$ cat src/rtl/pk_pkg.sv
package pk_pkg;

  typedef enum logic [1:0] {
    PK_IDLE  = 2'd0,
    PK_FILL  = 2'd1,
    PK_WRITE = 2'd2
  } pk_state_e;

  localparam logic [1:0] PK_ST_OK     = 2'b00;
  localparam logic [1:0] PK_ST_WFAIL  = 2'b01;
  localparam logic [1:0] PK_ST_REJECT = 2'b10;

  // Clear the lane-select bits of a byte address.
  function automatic logic [31:0] word_base(input logic [31:0] a);
    return {a[31:2], 2'b00};
  endfunction

  // True when the byte range [a, a+n) lies inside a device of 'size' bytes.
  function automatic logic range_fits(input logic [31:0] a, input logic [31:0] n,
                                      input logic [31:0] size);
    logic [32:0] span_end;
    span_end = {1'b0, a} + {1'b0, n};
    return span_end <= {1'b0, size};
  endfunction

endpackage

$ cat src/rtl/pk_word_asm.sv
module pk_word_asm #(
  parameter int LANES  = 4,
  parameter int LANE_W = 8
) (
  input  logic                      clk,
  input  logic                      rst_n,
  input  logic                      clear,
  input  logic [$clog2(LANES)-1:0]  start_lane,
  input  logic                      load,
  input  logic [LANE_W-1:0]         din,
  output logic [LANES*LANE_W-1:0]   word_o,
  output logic [$clog2(LANES)-1:0]  lane_o,
  output logic [$clog2(LANES+1)-1:0] fill_o
);
  localparam int LIDX_W = $clog2(LANES);
  localparam int CNT_W  = $clog2(LANES+1);

  logic [LIDX_W-1:0] lane_q;
  logic [CNT_W-1:0]  fill_q;
  logic [LANE_W-1:0] lane_byte [LANES];

  // One register per byte lane; an unloaded lane keeps the all-ones pad.
  for (genvar g = 0; g < LANES; g++) begin : g_lane
    always_ff @(posedge clk or negedge rst_n) begin
      if (!rst_n)                                   lane_byte[g] <= '1;
      else if (clear)                               lane_byte[g] <= '1;
      else if (load && lane_q == LIDX_W'(g))        lane_byte[g] <= din;
    end
    assign word_o[g*LANE_W +: LANE_W] = lane_byte[g];
  end

  always_ff @(posedge clk or negedge rst_n) begin
    if (!rst_n) begin
      lane_q <= '0;
      fill_q <= '0;
    end else if (clear) begin
      lane_q <= start_lane;
      fill_q <= '0;
    end else if (load) begin
      lane_q <= lane_q + 1'b1;
      fill_q <= fill_q + 1'b1;
    end
  end

  assign lane_o = lane_q;
  assign fill_o = fill_q;

  // A word never carries more payload bytes than it has lanes.
  p_fill_bound_r6: assert property (@(posedge clk) disable iff (!rst_n)
    fill_q <= CNT_W'(LANES));

  // A fresh word starts fully padded.
  p_fresh_pad_r2: assert property (@(posedge clk) disable iff (!rst_n)
    clear |=> (word_o == '1) && (fill_o == '0));

endmodule

$ cat src/rtl/pk_commit_cnt.sv
module pk_commit_cnt #(
  parameter int W     = 16,
  parameter int ADD_W = 3,
  parameter int STEP  = 4
) (
  input  logic             clk,
  input  logic             rst_n,
  input  logic             clr,
  input  logic             add_en,
  input  logic [ADD_W-1:0] add_val,
  output logic [W-1:0]     count
);
  logic [W-1:0] count_q;

  always_ff @(posedge clk or negedge rst_n) begin
    if (!rst_n)       count_q <= '0;
    else if (clr)     count_q <= '0;
    else if (add_en)  count_q <= count_q + W'(add_val);
  end

  assign count = count_q;

  // Between clears the count moves up by at most one word's worth per cycle.
  p_count_step_r6: assert property (@(posedge clk) disable iff (!rst_n)
    !clr |=> (count_q - $past(count_q)) <= W'(STEP));

endmodule

$ cat src/rtl/byte_word_packer.sv
module byte_word_packer
  import pk_pkg::*;
#(
  parameter int          ADDR_W    = 22,
  parameter int          LEN_W     = 16,
  parameter int unsigned DEV_BYTES = 32'h0040_0000
) (
  input  logic              clk,
  input  logic              rst_n,
  input  logic              req_valid,
  input  logic [ADDR_W-1:0] req_addr,
  input  logic [LEN_W-1:0]  req_len,
  output logic              req_ready,
  input  logic              in_valid,
  input  logic [7:0]        in_data,
  output logic              in_ready,
  output logic              wr_req,
  output logic [ADDR_W-1:0] wr_addr,
  output logic [31:0]       wr_data,
  input  logic              wr_done,
  input  logic              wr_fail,
  output logic              done_o,
  output logic [1:0]        status_o,
  output logic [LEN_W-1:0]  commit_count
);
  localparam int LANES  = 4;
  localparam int LANE_W = 8;
  localparam int LIDX_W = $clog2(LANES);
  localparam int CNT_W  = $clog2(LANES+1);

  pk_state_e         state_q;
  logic [ADDR_W-1:0] waddr_q;
  logic [LEN_W-1:0]  remain_q;
  logic              done_q;
  logic [1:0]        status_q;

  logic [LIDX_W-1:0] lane;
  logic [CNT_W-1:0]  fill;
  logic [31:0]       word;

  // Named events, used by the control path and by the assertions.
  logic start_zero, start_rej, start_ok;
  logic byte_take, word_last_byte;
  logic word_commit, word_abort, next_word;
  logic asm_clear;
  logic [LIDX_W-1:0] asm_start_lane;
  logic [31:0] req_addr32, req_len32;

  assign req_addr32 = 32'(req_addr);
  assign req_len32  = 32'(req_len);

  assign req_ready  = (state_q == PK_IDLE);
  assign in_ready   = (state_q == PK_FILL);
  assign wr_req     = (state_q == PK_WRITE);

  assign start_zero = req_ready && req_valid && (req_len == '0);
  assign start_rej  = req_ready && req_valid && (req_len != '0) &&
                      !range_fits(req_addr32, req_len32, 32'(DEV_BYTES));
  assign start_ok   = req_ready && req_valid && (req_len != '0) &&
                      range_fits(req_addr32, req_len32, 32'(DEV_BYTES));

  assign byte_take      = in_ready && in_valid;
  assign word_last_byte = byte_take &&
                          ((lane == LIDX_W'(LANES-1)) || (remain_q == LEN_W'(1)));
  assign word_commit    = wr_req && wr_done && !wr_fail;
  assign word_abort     = wr_req && wr_done && wr_fail;
  assign next_word      = word_commit && (remain_q != '0);

  assign asm_clear      = start_ok || next_word;
  assign asm_start_lane = start_ok ? req_addr[LIDX_W-1:0] : '0;

  pk_word_asm #(.LANES(LANES), .LANE_W(LANE_W)) u_asm (
    .clk        (clk),
    .rst_n      (rst_n),
    .clear      (asm_clear),
    .start_lane (asm_start_lane),
    .load       (byte_take),
    .din        (in_data),
    .word_o     (word),
    .lane_o     (lane),
    .fill_o     (fill)
  );

  pk_commit_cnt #(.W(LEN_W), .ADD_W(CNT_W), .STEP(LANES)) u_cnt (
    .clk     (clk),
    .rst_n   (rst_n),
    .clr     (start_ok || start_zero || start_rej),
    .add_en  (word_commit),
    .add_val (fill),
    .count   (commit_count)
  );

  always_ff @(posedge clk or negedge rst_n) begin
    if (!rst_n) begin
      state_q  <= PK_IDLE;
      waddr_q  <= '0;
      remain_q <= '0;
      done_q   <= 1'b0;
      status_q <= PK_ST_OK;
    end else begin
      done_q <= 1'b0;
      unique case (state_q)
        PK_IDLE: begin
          if (start_zero) begin
            done_q   <= 1'b1;
            status_q <= PK_ST_OK;
          end else if (start_rej) begin
            done_q   <= 1'b1;
            status_q <= PK_ST_REJECT;
          end else if (start_ok) begin
            waddr_q  <= ADDR_W'(word_base(req_addr32));
            remain_q <= req_len;
            state_q  <= PK_FILL;
          end
        end
        PK_FILL: begin
          if (byte_take) remain_q <= remain_q - 1'b1;
          if (word_last_byte) state_q <= PK_WRITE;
        end
        PK_WRITE: begin
          if (word_abort) begin
            done_q   <= 1'b1;
            status_q <= PK_ST_WFAIL;
            state_q  <= PK_IDLE;
          end else if (next_word) begin
            waddr_q <= waddr_q + ADDR_W'(LANES);
            state_q <= PK_FILL;
          end else if (word_commit) begin
            done_q   <= 1'b1;
            status_q <= PK_ST_OK;
            state_q  <= PK_IDLE;
          end
        end
        default: state_q <= PK_IDLE;
      endcase
    end
  end

  assign wr_addr  = waddr_q;
  assign wr_data  = word;
  assign done_o   = done_q;
  assign status_o = status_q;

  p_word_aligned_r1: assert property (@(posedge clk) disable iff (!rst_n)
    wr_req |-> (wr_addr[1:0] == 2'b00));

  p_write_hold_r10: assert property (@(posedge clk) disable iff (!rst_n)
    (wr_req && !wr_done) |=> (wr_req && $stable(wr_addr) && $stable(wr_data)));

  p_no_overlap_r10: assert property (@(posedge clk) disable iff (!rst_n)
    !(wr_req && in_ready));

  p_abort_stops_r7: assert property (@(posedge clk) disable iff (!rst_n)
    word_abort |=> (done_o && status_o == PK_ST_WFAIL && !wr_req && !in_ready));

  p_refuse_r8: assert property (@(posedge clk) disable iff (!rst_n)
    start_rej |=> (done_o && status_o == PK_ST_REJECT && !wr_req && !in_ready));

  p_empty_req_r9: assert property (@(posedge clk) disable iff (!rst_n)
    start_zero |=> (done_o && status_o == PK_ST_OK && commit_count == '0 && !wr_req));

endmodule

$ cat config.mk
export PLATFORM = sky130hd
export DESIGN_NAME = byte_word_packer
export DESIGN_NICKNAME = d
export VERILOG_FILES = /design/src/rtl/pk_pkg.sv /design/src/rtl/pk_word_asm.sv /design/src/rtl/pk_commit_cnt.sv /design/src/rtl/byte_word_packer.sv
export SDC_FILE = /design/constraint.sdc
export NUM_CORES = 1
export LEC_CHECK = 0
export BUFFER_PORTS_ARGS = -buffer_cell sky130_fd_sc_hd__buf_2
export CAP_MARGIN = 20
export CORE_MARGIN = 2
export CORE_UTILIZATION = 60
export CTS_BUF_LIST = sky130_fd_sc_hd__clkbuf_2 sky130_fd_sc_hd__clkbuf_4 sky130_fd_sc_hd__clkbuf_8
export DETAILED_ROUTE_END_ITERATION = 12
export PLACE_DENSITY = 0.86
export SLEW_MARGIN = 10
export SYNTH_ARGS = -nofsm -noshare
export SYNTH_HDL_FRONTEND = slang
export SYNTH_SLANG_ARGS = --single-unit
$ cat constraint.sdc
create_clock -name clk -period 6.3 [get_ports clk]
set_input_delay 0.63 -clock clk [delete_from_list [all_inputs] [get_ports clk]]
set_output_delay 0.63 -clock clk [all_outputs]
set_load 0.005 [all_outputs]
; ---- Word-level counts from Yosys, hierarchy flattened
; Cells that the tools add are included.
[totals]
out_inout_bits = 76
elab_cells = 119
inputBits = 52
regBits = 96
[op_classes]
n_reduce_logical = 38
n_mux = 45
n_eq_ne = 17
addsub = 6
n_lt_le_gt_ge = 1
[op_table]
columns = operator, count
row1 = 22-bit two-way mux, 5
row2 = 16-bit two-way mux, 6
row3 = 8-bit two-way mux, 8
row4 = 22-bit case mux with 2 select lines, 1
row5 = 16-bit case mux with 2 select lines, 1
row6 = 16-bit nonzero test, 2
row7 = 2-bit two-way mux, 14
row8 = 22-bit by 16-bit adder with 23-bit output, 1
row9 = 23-bit less-or-equal comparator (second input constant), 1
row10 = 22-bit by 3-bit adder with 22-bit output (second input constant), 1
row11 = 16-bit by 3-bit adder with 16-bit output, 1
row12 = 16-bit by 1-bit == test with 1-bit output (second input constant), 1
row13 = 16-bit logical NOT, 1
row14 = 2-bit nonzero test, 8
row15 = 16-bit by 1-bit subtractor with 16-bit output (second input constant), 1
row16 = 1-bit logical AND, 15
row17 = 5-bit AND reduction, 2
row18 = 2-bit by 1-bit inequality test with 1-bit output (second input constant), 4
row19 = 2-bit == test (second input constant), 3
row20 = 3-bit two-way mux, 2
row21 = 2-bit inequality test (second input constant), 3
row22 = 3-bit by 1-bit inequality test with 1-bit output (second input constant), 2
row23 = 2-bit case mux with 3 select lines, 1
row24 = 6-bit AND reduction, 1
row25 = 12 further kinds, 22

; ---- Depth between registers and ports, before layout
[logic_depth]
word_depth = 8
mapped_depth = 13
mapped_depth_nobuf = 11

; ---- Hierarchy
; A second synthesis with hierarchy kept.
[hier_totals]
cells_unflattened = 734
hier_area_um2 = 6532.5
[by_module_without_submodules]
columns = mod, area_per_inst_um2, n_inst, cells_per_inst, seq_area_each_um2
row1 = byte_word_packer, 3943.8, 1, 512, 1026.0
row2 = pk_word_asm, 1690.4, 1, 133, 965.9
row3 = pk_commit_cnt, 898.4, 1, 89, 400.4

; ---- Worst setup path before layout
; OpenSTA, ideal clock, no wires.
[synth_path]
kind = in2reg
start = input req_addr[0]
end = register u_asm.lane_q[0] (netlist: u_asm.lane_o[0])
setup_ns = 0.125
n_path_buf = 0
setup_slack_ns = 2.909
path_stages = 11
t_required_ns = 6.175
t_arrival_ns = 3.266
cell_sequence = ha_1 > fa_1 > a21oi_1 > o221a_2 > o21bai_1 > a221o_1 > mux2_4 > nor4_4 > nand4b_4 > nand2_1 > mux2_2
[synth_between]
elab_chain_len = 5
word_cells_on_any_way = 7
cone_classes = 1 x add/sub / 1 x order compare / 2 x mux / 3 x reduce/logical
[synth_lines]
columns = element, line_no
row1 = "start, declared", byte_word_packer.sv:11  ; input logic [ADDR_W-1:0] req_addr,
row2 = 22-bit by 16-bit adder with 23-bit output, pk_pkg.sv:22  ; span_end = {1'b0, a} + {1'b0, n};
row3 = 23-bit less-or-equal comparator, pk_pkg.sv:23  ; return span_end <= {1'b0, size};
row4 = 1-bit logical AND, byte_word_packer.sv:59  ; assign start_ok = req_ready && req_valid && (req_len != '0) &&
row5 = 2-bit two-way mux / 1-bit logical OR (equally long branches), "byte_word_packer.sv:70, byte_word_packer.sv:69"
row6 = 2-bit two-way mux / 2-bit nonzero test (equally long branches), n/a
row7 = "end signal, assigned", pk_word_asm.sv:37  ; lane_q <= start_lane;
row8 = "end signal, assigned", pk_word_asm.sv:40  ; lane_q <= lane_q + 1'b1;
row9 = "end, declared", pk_word_asm.sv:18  ; logic [LIDX_W-1:0] lane_q;
; Parallel ways exist; a longest one is shown, timed or not.
; A chain may end at the register's enable or synchronous reset.

; ---- Final worst setup path
[layout_path]
start = input req_addr[0]
end = register waddr_q[9] (netlist: wr_addr[9])
[layout_between]
elab_chain_len = 6
word_cells_on_any_way = 8
cone_classes = 1 x add/sub / 1 x order compare / 2 x eq/ne / 4 x reduce/logical
[layout_lines]
columns = element, line_no
row1 = 22-bit by 16-bit adder with 23-bit output *, pk_pkg.sv:22
row2 = 23-bit less-or-equal comparator *, pk_pkg.sv:23
row3 = 1-bit logical NOT, byte_word_packer.sv:58  ; !range_fits(req_addr32, req_len32, 32'(DEV_BYTES));
row4 = 1-bit logical AND, byte_word_packer.sv:57  ; assign start_rej = req_ready && req_valid && (req_len != '0) &&
row5 = 2-bit inequality test (no line), n/a
row6 = 6-bit AND reduction (no line) *, n/a
row7 = "end signal, assigned", byte_word_packer.sv:111  ; waddr_q <= ADDR_W'(word_base(req_addr32));
row8 = "end signal, assigned", byte_word_packer.sv:126  ; waddr_q <= waddr_q + ADDR_W'(LANES);
row9 = "end, declared", byte_word_packer.sv:32  ; logic [ADDR_W-1:0] waddr_q;
; Every way passes the cells marked *; elsewhere a longest branch is shown, timed or not.

==> results.cfg <==
[outcome]
status = complete, no violations

[synth]
yosysTopAreaCell = dfrtp_1
ys_seq_area_frac = 0.378
yosys_warnings = 0
ys_top_cells_by_area = dfrtp_1 25%, dfstp_2 13%, nand2_1 6.8%, mux2i_1 6.2%, ha_1 5.5%
syn_area_per_cell_um2 = 8.85
syn_area_mm2 = 0.00632
async_reset_ff_frac = 1.00
synth_edf_count = 0
syn_inst = 714
synthFlopType = dfrtp_1
ys_ff_latch = 94
synth_top_area_share = 0.245
synth_cell_types = 70

[clock_tree]
cts.sinks = 94
post_cts_buffers = 0
cts_resized = 0
cts_tree = built
path_clk_slew_ps = 100
cts.htree.levels = 3
cts_buffer_depth = 2
clkLatencyLatePin_ps = 380
numCtsBuffers = 9
cts-root-buf = clkbuf_8
holdBufCountCts = 0

[detailed_routing]
ant_nets = 0
detail_route.wirelength_mm = 18.1
avgViaCountPerCell = 6.37
vias = 6102
wl_per_cell_um = 18.9
dr.pass1.iters = 5
drtIter0Drc = 593
drc = 0

[sta]
hold_viol_final = 0
fin_ws_ps = 2320
tns_ps = 0
worstMarginPinSlew_ps = 824
finalClockSkew_ps = 15.0
final-max-slew-violation-count = 0
max_slew_margin = 0.451
min_period_over_period = 0.632
fin_crit_ps = 3980
fmax_mhz = 251
setup_viol = 0
rsz0062_at_grt = false

[worst_setup_path]
cp-start-kind = primary input
endpoint_kind = register
critical_path_class = in -> reg
reg2reg_slack_ps = 3230
cp.arrival_ps = 4290
required_ps = 6610
critPathMaxFanout = 36

[power_and_ir_drop]
peakVddDrop_mv = 0.257
totalPowerFinal_mw = 2.70
leakage_nw = 3.40
powerDensity_mw_per_mm2 = 377

[final_layout]
fin_nets = 899
multi_input_area_mm2 = 0.00367
regArea_mm2 = 0.00239
syn_to_final_growth_pct = 13.5
n_fill_cell = 828
n_antenna_cell = 0
final_area_mm2 = 0.00717
drive_above_1_share = 0.253

[floorplan]
dieArea_mm2 = 0.0114
chipWidth_um = 107
core_mm2 = 0.0103
die_y_um = 107
io_pins = 128
initial_core_util = 0.615
rows = 37

[place]
dpl_worst_slack_ps = 2030
placedInstanceArea_mm2 = 0.00696
place_congestion = 0.962
hpwl_mm = 13.5
portBuffers = 125

[global_routing]
grt_pass1_vias = 5688
grt_max_degree = 68
grt_usage = 0.321
gr-total-overflow = 0
grt_pass1_wl_mm = 29.0
antenna_found_initial = 0

[min_path]
hp-class = in -> async

[run]
max-cap-violations = 0
## kinds of logic after synthesis
kind of cell,Yosys count,share of synthesized area
adder cells (fa/ha/maj),30,0.0618
other,1,0.000593
flip-flops,94,0.378
AO/OA/AOI/OAI,198,0.214
buffers and inverters,55,0.0426
multiplexers,43,0.0695
AND/OR/NAND/NOR,275,0.208
XOR/XNOR,18,0.0249
## Yosys cell counts, types with 6 or more instances
cell type	instances
a21oi_1	54
o31ai_1	16
inv_1	13
nand2_1	115
and3_1	13
o21ai_0	39
nor4_1	7
ha_1	28
buf_2	9
a32o_1	22
nor2_1	51
nand3_1	23
xor2_1	11
nand4_1	15
clkbuf_1	21
nor3_1	12
a31oi_1	9
mux2i_1	39
dfrtp_1	62
or2_2	6
a21o_1	6
o21ai_1	6
dfstp_2	32
xnor2_1	7
or3_1	12
## through the flow
stage                     cells  hold slack [ps]  utilization
final                       958              167        0.698
after global routing        958              180        0.698
after CTS                   958              166        0.698
after detailed placement    942              486        0.677
after global placement      942              458        0.677
after floorplan             715              334            -
## power by group
part / internal, mW / switching, mW
clock network: 0.160 / 0.255
logic: 0.519 / 0.675
registers: 0.892 / 0.200
total: 1.57 / 1.13
## path summary, 6_finish.rpt
| path | endpoint | depth (start not counted) | from |
|---|---|---|---|
| worst min-delay path | wr_addr[11] | 1 | rst_n |
| worst max-delay path | wr_addr[9] | 12 | req_addr[0] |
| worst min register to register | status_o[1] | 2 | status_o[1] |
| min in group clk | u_asm.word_o[20] | 3 | in_data[4] |
| worst max register to register | wr_addr[9] | 8 | remain_q[4] |
| max in group asynchronous | remain_q[1] | 2 | rst_n |
## critical path, cell delays in order
cell and delay [ps]:
buf_2 120, ha_1 220, fa_1 420, a21oi_1 180, o221a_2 250, nor3_1 60
or4_1 530, nor4_1 270, and4_1 330, nand4b_4 510, nand2_2 560, a32o_1 200
## layout by cell type (no fill, tap or decap), drive strengths merged, types with 3 or more instances in the layout
cell type  count
xor2          11
ha            28
o31ai         16
nor4           8
mux2           4
or3           12
a21o           6
a2bb2oi        6
o22ai          4
or2            6
a32o          22
nand4         15
o211ai         3
nor3          13
nand2        116
nand2b         3
nand3         24
mux2i         39
a31oi          9
clkbuf         9
a22o           3
o21ai         45
and3          13
dfstp         32
a22oi          4
nor2          52
and2           3
inv           16
xnor2          7
buf          131
dfrtp         62
clkinv         6
and4           3
a21oi         59
## sequential cells by signal, indices dropped and copies added (netlist names)
signal / cells
done_o: 1
remain_q: 16
state_q: 2
status_o: 2
u_asm.fill_o: 3
u_asm.lane_o: 2
u_asm.word_o: 32
u_cnt.count: 16
wr_addr: 20
## routing by layer
layer	global-route usage	wire length, um
met5	0	0
met4	0.115	557
met3	0.0468	1290
met2	0.520	8680
met1	0.443	7620
## final cells by class
class	instances	share of cell area
Clock buffer	9	0.0173
Clock inverter	7	0.0127
Inverter	15	0.00785
Multi-Input combinational cell	566	0.511
Sequential cell	94	0.334
Tap cell	136	0.0237
Timing Repair Buffer	131	0.0938
Note: power is estimated with default switching activity, not from simulation.
